`src/rtl/ddr2_init_pkg.sv`:
```
package ddr2_init_pkg;

  typedef enum logic [1:0] {CMD_NOP, CMD_PREA, CMD_MRS, CMD_REF} cmd_e;

  typedef enum logic [3:0] {
    ST_PWR, ST_PREA0, ST_EMR2, ST_EMR3, ST_EMR1, ST_MR_DLL, ST_PREA1,
    ST_REF, ST_MR_OP, ST_OCD_DEF, ST_OCD_EXIT, ST_DONE
  } step_e;

  typedef struct packed {
    logic cs_n;
    logic ras_n;
    logic cas_n;
    logic we_n;
  } pins_t;

  localparam logic [2:0] OCD_DEFAULT = 3'b111;
  localparam logic [2:0] OCD_LEAVE   = 3'b000;

  function automatic pins_t encode(cmd_e c);
    pins_t p;
    unique case (c)
      CMD_PREA: p = '{cs_n: 1'b0, ras_n: 1'b0, cas_n: 1'b1, we_n: 1'b0};
      CMD_MRS:  p = '{cs_n: 1'b0, ras_n: 1'b0, cas_n: 1'b0, we_n: 1'b0};
      CMD_REF:  p = '{cs_n: 1'b0, ras_n: 1'b0, cas_n: 1'b0, we_n: 1'b1};
      default:  p = '{cs_n: 1'b0, ras_n: 1'b1, cas_n: 1'b1, we_n: 1'b1};
    endcase
    return p;
  endfunction

endpackage

```
`src/rtl/ddr2_init_timer.sv`:
```
module ddr2_init_timer #(
  parameter int CNT_W   = 8,
  parameter int RST_VAL = 0
) (
  input  logic             clk_i,
  input  logic             rst_ni,
  input  logic             load_i,
  input  logic [CNT_W-1:0] val_i,
  output logic             zero_o
);
  logic [CNT_W-1:0] cnt_q;

  always_ff @(posedge clk_i or negedge rst_ni) begin
    if (!rst_ni)             cnt_q <= CNT_W'(RST_VAL);
    else if (load_i)         cnt_q <= val_i;
    else if (cnt_q != '0)    cnt_q <= cnt_q - 1'b1;
  end

  assign zero_o = (cnt_q == '0);
endmodule

```
`src/rtl/ddr2_init_dll_wait.sv`:
```
module ddr2_init_dll_wait #(
  parameter int T_DLL = 200
) (
  input  logic clk_i,
  input  logic rst_ni,
  input  logic start_i,
  output logic ok_o
);
  localparam int W = $clog2(T_DLL + 1);

  logic [W-1:0] cnt_q;
  logic         run_q;

  always_ff @(posedge clk_i or negedge rst_ni) begin
    if (!rst_ni) begin
      cnt_q <= '0;
      run_q <= 1'b0;
    end else if (start_i) begin
      cnt_q <= W'(1);
      run_q <= 1'b1;
    end else if (run_q && cnt_q != W'(T_DLL)) begin
      cnt_q <= cnt_q + 1'b1;
    end
  end

  assign ok_o = run_q && (cnt_q == W'(T_DLL));
endmodule

```
`src/rtl/ddr2_init_fsm.sv`:
```
module ddr2_init_fsm
  import ddr2_init_pkg::*;
#(
  parameter int ROW_W = 14,
  parameter int BA_W  = 3,
  parameter int CNT_W = 8,
  parameter int T_400 = 134,
  parameter int T_MRD = 2,
  parameter int T_RP  = 5,
  parameter int T_RFC = 65,
  parameter int N_REF = 2,
  localparam int CFG_W = ROW_W - 1,
  localparam int REF_W = $clog2(N_REF + 1)
) (
  input  logic             clk_i,
  input  logic             rst_ni,
  input  logic             zero_i,
  input  logic             dll_ok_i,
  input  logic [CFG_W-1:0] mr_cfg_i,
  input  logic [CFG_W-1:0] emr1_cfg_i,
  input  logic [CFG_W-1:0] emr2_cfg_i,
  output logic             load_o,
  output logic [CNT_W-1:0] val_o,
  output logic             dll_start_o,
  output logic             cke_o,
  output pins_t            pins_o,
  output logic [BA_W-1:0]  ba_o,
  output logic [ROW_W-1:0] addr_o,
  output logic             done_o
);
  step_e            step_q, step_d;
  logic [REF_W-1:0] ref_q, ref_d;
  cmd_e             cmd;
  logic             go;

  logic unused_cfg;
  assign unused_cfg = ^{mr_cfg_i[8:7], emr1_cfg_i[9:7], emr1_cfg_i[0]};

  function automatic logic [ROW_W-1:0] mr_word(logic dll_rst);
    return {1'b0, mr_cfg_i[CFG_W-1:9], dll_rst, 1'b0, mr_cfg_i[6:0]};
  endfunction

  function automatic logic [ROW_W-1:0] emr1_word(logic [2:0] ocd);
    return {1'b0, emr1_cfg_i[CFG_W-1:10], ocd, emr1_cfg_i[6:1], 1'b0};
  endfunction

  // driver-default write is also gated by DLL lock
  assign go = zero_i && (step_q != ST_OCD_DEF || dll_ok_i);

  always_comb begin
    step_d      = step_q;
    ref_d       = ref_q;
    cmd         = CMD_NOP;
    ba_o        = '0;
    addr_o      = '0;
    load_o      = 1'b0;
    val_o       = '0;
    dll_start_o = 1'b0;
    done_o      = 1'b0;
    if (go) begin
      load_o = 1'b1;
      val_o  = CNT_W'(T_MRD - 1);
      unique case (step_q)
        ST_PWR: begin
          val_o  = CNT_W'(T_400 - 1);
          step_d = ST_PREA0;
        end
        ST_PREA0, ST_PREA1: begin
          cmd        = CMD_PREA;
          addr_o[10] = 1'b1;
          val_o      = CNT_W'(T_RP - 1);
          step_d     = (step_q == ST_PREA0) ? ST_EMR2 : ST_REF;
        end
        ST_EMR2: begin
          cmd    = CMD_MRS;
          ba_o   = BA_W'(2);
          addr_o = {1'b0, emr2_cfg_i};
          step_d = ST_EMR3;
        end
        ST_EMR3: begin
          cmd    = CMD_MRS;
          ba_o   = BA_W'(3);
          step_d = ST_EMR1;
        end
        ST_EMR1: begin
          cmd    = CMD_MRS;
          ba_o   = BA_W'(1);
          addr_o = emr1_word(OCD_LEAVE);
          step_d = ST_MR_DLL;
        end
        ST_MR_DLL: begin
          cmd         = CMD_MRS;
          addr_o      = mr_word(1'b1);
          dll_start_o = 1'b1;
          step_d      = ST_PREA1;
        end
        ST_REF: begin
          cmd   = CMD_REF;
          val_o = CNT_W'(T_RFC - 1);
          ref_d = ref_q + 1'b1;
          if (ref_q == REF_W'(N_REF - 1)) step_d = ST_MR_OP;
        end
        ST_MR_OP: begin
          cmd    = CMD_MRS;
          addr_o = mr_word(1'b0);
          step_d = ST_OCD_DEF;
        end
        ST_OCD_DEF: begin
          cmd    = CMD_MRS;
          ba_o   = BA_W'(1);
          addr_o = emr1_word(OCD_DEFAULT);
          step_d = ST_OCD_EXIT;
        end
        ST_OCD_EXIT: begin
          cmd    = CMD_MRS;
          ba_o   = BA_W'(1);
          addr_o = emr1_word(OCD_LEAVE);
          step_d = ST_DONE;
        end
        default: begin
          load_o = 1'b0;
          done_o = 1'b1;
        end
      endcase
    end
  end

  assign pins_o = encode(cmd);
  assign cke_o  = (step_d != ST_PWR);

  always_ff @(posedge clk_i or negedge rst_ni) begin
    if (!rst_ni) begin
      step_q <= ST_PWR;
      ref_q  <= '0;
    end else begin
      step_q <= step_d;
      ref_q  <= ref_d;
    end
  end
endmodule

```
`src/rtl/ddr2_init_seq.sv`:
```
module ddr2_init_seq
  import ddr2_init_pkg::*;
#(
  parameter int ROW_W = 14,
  parameter int BA_W  = 3,
  parameter int T_PWR = 66700,
  parameter int T_400 = 134,
  parameter int T_MRD = 2,
  parameter int T_RP  = 5,
  parameter int T_RFC = 65,
  parameter int T_DLL = 200,
  parameter int N_REF = 2,
  localparam int CFG_W = ROW_W - 1,
  localparam int CNT_W = $clog2(T_PWR + T_400 + T_MRD + T_RP + T_RFC + 1)
) (
  input  logic             clk_i,
  input  logic             rst_ni,
  input  logic [CFG_W-1:0] mr_cfg_i,
  input  logic [CFG_W-1:0] emr1_cfg_i,
  input  logic [CFG_W-1:0] emr2_cfg_i,
  output logic             cke_o,
  output logic             cs_n_o,
  output logic             ras_n_o,
  output logic             cas_n_o,
  output logic             we_n_o,
  output logic [BA_W-1:0]  ba_o,
  output logic [ROW_W-1:0] addr_o,
  output logic             done_o
);
  logic             zero, dll_ok, load, dll_start, cke_d, done_d;
  logic [CNT_W-1:0] val;
  pins_t            pins_d, pins_q;
  logic [BA_W-1:0]  ba_d;
  logic [ROW_W-1:0] addr_d;

  ddr2_init_timer #(.CNT_W(CNT_W), .RST_VAL(T_PWR - 1)) i_timer (
    .clk_i, .rst_ni, .load_i(load), .val_i(val), .zero_o(zero)
  );

  ddr2_init_dll_wait #(.T_DLL(T_DLL)) i_dll_wait (
    .clk_i, .rst_ni, .start_i(dll_start), .ok_o(dll_ok)
  );

  ddr2_init_fsm #(
    .ROW_W(ROW_W), .BA_W(BA_W), .CNT_W(CNT_W), .T_400(T_400), .T_MRD(T_MRD),
    .T_RP(T_RP), .T_RFC(T_RFC), .N_REF(N_REF)
  ) i_fsm (
    .clk_i, .rst_ni, .zero_i(zero), .dll_ok_i(dll_ok),
    .mr_cfg_i, .emr1_cfg_i, .emr2_cfg_i,
    .load_o(load), .val_o(val), .dll_start_o(dll_start), .cke_o(cke_d),
    .pins_o(pins_d), .ba_o(ba_d), .addr_o(addr_d), .done_o(done_d)
  );

  always_ff @(posedge clk_i or negedge rst_ni) begin
    if (!rst_ni) begin
      cke_o  <= 1'b0;
      pins_q <= encode(CMD_NOP);
      ba_o   <= '0;
      addr_o <= '0;
      done_o <= 1'b0;
    end else begin
      cke_o  <= cke_d;
      pins_q <= pins_d;
      ba_o   <= ba_d;
      addr_o <= addr_d;
      done_o <= done_d;
    end
  end

  assign cs_n_o  = pins_q.cs_n;
  assign ras_n_o = pins_q.ras_n;
  assign cas_n_o = pins_q.cas_n;
  assign we_n_o  = pins_q.we_n;
endmodule

```
`config.mk`:
```
export PLATFORM = sky130hd
export DESIGN_NAME = ddr2_init_seq
export DESIGN_NICKNAME = d
export VERILOG_FILES = /design/src/rtl/ddr2_init_pkg.sv /design/src/rtl/ddr2_init_timer.sv /design/src/rtl/ddr2_init_dll_wait.sv /design/src/rtl/ddr2_init_fsm.sv /design/src/rtl/ddr2_init_seq.sv
export SDC_FILE = /design/constraint.sdc
export NUM_CORES = 1
export LEC_CHECK = 0
export ABC_AREA = 1
export CORE_UTILIZATION = 29
export CTS_CLUSTER_DIAMETER = 120
export DETAILED_ROUTE_END_ITERATION = 7
export GPL_TIMING_DRIVEN = 0
export PLACE_DENSITY = 0.55
export SLEW_MARGIN = 10
export SYNTH_ARGS = -nofsm -noshare
export SYNTH_HDL_FRONTEND = slang
export SYNTH_SLANG_ARGS = --single-unit
```
`constraint.sdc`:
```
create_clock -name clk_i -period 2.7 [get_ports clk_i]
set_clock_uncertainty 0.15 [all_clocks]
set_input_delay 0.27 -clock clk_i [delete_from_list [all_inputs] [get_ports clk_i]]
set_output_delay 0.27 -clock clk_i [all_outputs]
set_load 0.01 [all_outputs]
```
Yosys cells after proc, flatten, opt, wreduce, memory -nomap -nowiden

Cells that the tools add are included.

Eq/ne operators: 17
Reduce and logical (&&, ||, !) cells: 17
$add $sub $neg: 3
Muxes and demuxes: 25

Operator list:

| operator                                            | count |
|---|---|
| 2-to-1 mux 17 bit                                   | 3 |
| case mux 10 bit (5 select lines)                    | 1 |
| case mux 4 bit (10 select lines)                    | 1 |
| case mux 8 bit (3 select lines)                     | 1 |
| case mux 2 bit (3 select lines)                     | 3 |
| logical NOT 17 bit                                  | 1 |
| nonzero test 17 bit                                 | 1 |
| subtractor 17 x 1 -> 17 bit (second input constant) | 1 |
| == test 4 x 3 -> 1 bit (second input constant)      | 4 |
| 2-to-1 mux 8 bit                                    | 2 |
| 2-to-1 mux 14 bit                                   | 1 |
| == test 4 bit (second input constant)               | 3 |
| OR reduction 11 bit                                 | 1 |
| case mux 3 bit (3 select lines)                     | 1 |
| adder 8 x 1 -> 8 bit (second input constant)        | 1 |
| == test 4 x 2 -> 1 bit (second input constant)      | 2 |
| == test 8 bit (second input constant)               | 1 |
| 2-to-1 mux 4 bit                                    | 2 |
| != test 8 bit (second input constant)               | 1 |
| OR reduction 7 bit                                  | 1 |
| 2-to-1 mux 1 bit                                    | 6 |
| 2-to-1 mux 3 bit                                    | 2 |
| OR reduction 2 bit                                  | 3 |
| == test 2 x 1 -> 1 bit (second input constant)      | 2 |
| 13 further kinds                                    | 17 |

Logic and storage cells: 75
Bits in registers: 55
Output and inout bits: 23

Longest topological paths before layout

Depth after elaboration: 7
Gate-level depth with buffers: 13
Gate-level depth less buffers: 13

Modules after synthesis

From an unflattened synthesis, not the netlist that was laid out.

Cell total of the unflattened synthesis: 430
Area, all modules: 3330.7 µm²

Modules (own cells, without submodules):

| module             | instances | sequential area each (µm²) | cells each | area an instance (µm²) |
|---|---|---|---|---|
| ddr2_init_timer    | 1         | 432.9                      | 170        | 1188.6 |
| ddr2_init_fsm      | 1         | 150.1                      | 162        | 993.5 |
| ddr2_init_seq      | 1         | 579.3                      | 23         | 579.3 |
| ddr2_init_dll_wait | 1         | 225.2                      | 75         | 569.3 |

Worst setup path before layout

Ideal clock, no wire load.

Kind: register -> register
Start point: reg i_dll_wait.cnt_q[0]
End point: reg pins_q, in the netlist cas_n_o
Arrival: 1.770 ns
Period minus slack after synthesis: 2.004 ns
Cell stages (with the launch flop): 12
Required time: 2.466 ns
Path slack: 0.696 ns
Cell sequence: dfrtp_1 inv_1 ha_1 inv_1 nor2_1 nand3_2 nand2_4 inv_2 nor2_8 nand2_1 ha_1 or2_2

RTL lines:

| what                     | RTL line                 | source |
|---|---|---|
| start: declaration       | ddr2_init_dll_wait.sv:11 | `logic [W-1:0] cnt_q;` |
| start signal: assignment | ddr2_init_dll_wait.sv:22 | `cnt_q <= cnt_q + 1'b1;` |
| end signal: assignment   | ddr2_init_seq.sv:57      | `pins_q <= encode(CMD_NOP);` |
| end signal: assignment   | ddr2_init_seq.sv:63      | `pins_q <= pins_d;` |
| end: declaration         | ddr2_init_seq.sv:32      | `pins_t pins_d, pins_q;` |

==> results.md <==
* Post-synth cell types at 37
* Total Wirelength at approximately 6600 µm
* Worst-skew pair later-pin latency at around 0.3 ns
* RSZ-0062 raised after global routing: no
* Resized cells post-CTS at 0
* Antenna Violating Nets Remaining at 0
* Vias in the first global route at between 2k and 2.5k
* Register bit count reported by yosys at 52
* Crit path kind: reg2reg
* H-tree levels at 2
* DRC at 0
* Post-CTS Setup Inserts at 0
* Die W at 102 µm
* Pleak at 1.74 nW
* Sequential-to-total area share from yosys stat at 45.0%
* Iter 0 DRT Violations at 72
* Total CTS buffers at 5
* RR Endpoint: cas_n_o
* Final worst slack at approximately 0.48 ns
* CP required at 2.79 ns
* Max Cap Violations at 0
* DRT Pass-1 Iters at 5
* Area Overhead vs Synth at 28.2%
* Finished Core Util at a little under two fifths
* Max Freq at roughly 450 MHz
* VDD IR max at roughly 0.18 mV
* Area of the core at 0.00977 mm²
* Worst R2R Start: i_dll_wait.cnt_q[0]
* Post-synth top area cell: dfrtp_1
* Clock sink total at 52
* Vias at approximately 2.5k
* Initial core utilization at 29.8%
* Max Slew Vio Count at 0
* I/O Buffers at 54
* Sum Neg Setup Slack at 0 ns
* Post-DP HPWL at approximately 5300 µm
* Dpl ws at ~0.47 ns
* Share of cells above drive strength 1 at 11.5%
* PD cells at approximately 340 mW/mm²
* FILL cells at 1,025
* Top cells by area, synth: dfrtp_1, nand2_1, dfstp_2, nor2_1, inv_1
* Area share of the largest cell type after synthesis at around 37%
* Tmin final at 2.22 ns
* Mean Syn Cell Area at 7.75 µm²
* Setup violators final at 0
* CTS tree: yes
* Yosys warns at 0
* Antenna diode count at 0
* GRT Total Usage at about 14%
* Max clock buf depth at 2
* Final Hold Vio Count at 0
* DR WL/cell at 11.5 µm
* Die ar. at around 0.010 mm²
* Worst R2R Setup Slack at 0.48 ns
* Via/cell ratio at 4.34
* Hold crit path type: in2async
* Setup crit end kind: flop
* RD Place Congestion at 0.842
* Pin count of the biggest net entering global routing at 36
* Placed Area at approximately 0.0036 mm²
* Post-Layout Cell Count at between 500 and 600
* Status: finished, final reports clean
* Post-synthesis cell count at about 380
* First-pass GRT wire length at roughly 11,000 µm
* Total Power at roughly 1.3 mW
* Fin area at 0.00374 mm²
* Nets at about 490
* IO Pins at 64
* Synth Cell Area at approximately 0.0029 mm²
* Worst path arrival time at between 2 and 2.5 ns
* Row count at 36
* CP max FO at 8
* Antenna violations before repair at 0
* CTS clock-pin slew for the worst setup and hold paths at roughly 0.09 ns
* CTS root buf: clkbuf_8
* DP Cell Count at 566
* Die height at around 100 µm
* Fin Hold WS at 0.285 ns
* Worst setup SP type: flop
* Final period utilization at approximately 80%
* Reg2reg path depth at 11
* Total gr overflow at 0
-- per-layer routing --
metal  vias up  share of wire [%]  wire length (µm)  track usage [%]
met5         -                  0                 0                0
met3         7                2.3               152             2.46
met4         0                1.0                69             3.63
met1      1154                 48              3140             17.8
met2        38                 49              3220             23.6
li1       1294                  -                 -                -
-- critical path: stages (launching register included) --
cell,delay [ns]
dfrtp_1,0.43
inv_1,0.09
ha_1,0.15
inv_1,0.04
nor2_1,0.19
nand3_2,0.12
nand2_4,0.12
inv_2,0.08
nor2_8,0.15
nand2_1,0.10
ha_1,0.22
or2_2,0.29
-- sequential cells by signal (all words and copies together), names as in the netlist --
signal            cells
i_timer.cnt_q        17
cas_n_o               1
i_dll_wait.run_q      1
done_o                1
ba_o                  2
i_fsm.step_q          4
i_fsm.ref_q           2
cke_o                 1
ras_n_o               1
addr_o               13
i_dll_wait.cnt_q      8
we_n_o                1
-- cell usage after synthesis (all sizes together) --
cell type and instances:
o22ai 2, nand2 108, o21ai 11, inv 56, a21oi 17, xor2 14
conb 1, nor3b 2, buf 6, or2 1, nand3b 2, a22oi 4
dfrtp 43, nand3 18, ha 7, o31ai 1, xnor2 3, nor2 58
nor4 1, nand4 4, dfstp 9, nor3 6, a211oi 1, a31oi 1
-- placed cells by master, fill, tap and decap left out, types with 2 or more instances in the layout --
master and n:
o21ai_0 7, a22oi_1 4, nor2_4 2, xor2_1 14, nand2_1 103, nand4_1 3, a21oi_1 14, nor2_1 50
nand2_2 4, clkbuf_8 5, inv_1 49, a21oi_2 3, buf_4 4, o21ai_2 2, nor3_1 6, conb_1 3
xnor2_1 3, nand3_1 17, nor2_2 5, nor3b_1 2, dfstp_2 9, o22ai_1 2, clkdlybuf4s50_1 53, inv_2 7
buf_2 2, o21ai_1 2, nand3b_1 2, ha_1 7, clkbuf_1 2, dfrtp_1 43
-- power breakdown --
part           leakage, nW  switching, mW  internal (mW)
Sequential           0.668              0          0.779
Clock               0.0422          0.251          0.183
Combinational         1.03         0.0246         0.0485
Total                 1.74          0.275           1.01
-- kinds of logic after synthesis --
group           share of synthesized area (%)
compound gates                           7.64
buf+inv                                  8.80
fa+ha+maj                                3.00
flops                                    45.0
xor+xnor                                 5.11
simple gates                             30.3
other cells                             0.129
-- worst max-delay path by stage --
stage	start	endpoint
floorplan	i_dll_wait.cnt_q[0]	cas_n_o
global placement	rst_ni	addr_o[6]
detailed placement	i_dll_wait.cnt_q[0]	cas_n_o
CTS	i_dll_wait.cnt_q[0]	cas_n_o
global route	i_dll_wait.cnt_q[0]	cas_n_o
finish	i_dll_wait.cnt_q[0]	cas_n_o
-- layout make-up --
cell class | instances | area, µm² | area share (%)
sequential | 52 | 1310 | 35.1
timing repair buffer | 56 | 566 | 15.1
tap | 133 | 166 | 4.45
buffer | 6 | 46.3 | 1.24
multi-input combinational | 264 | 1350 | 36.2
clock inverter | 1 | 5.00 | 0.134
inverter | 56 | 210 | 5.63
clock buffer | 7 | 76.3 | 2.04
-- repair_timing --
item | in CTS | in global routing
hold buffers | 1 | 0
endpoints found under the setup margin | 0 | 0
hold endpoints to repair | 15 | 0
Power figures use the tool's default switching activity.
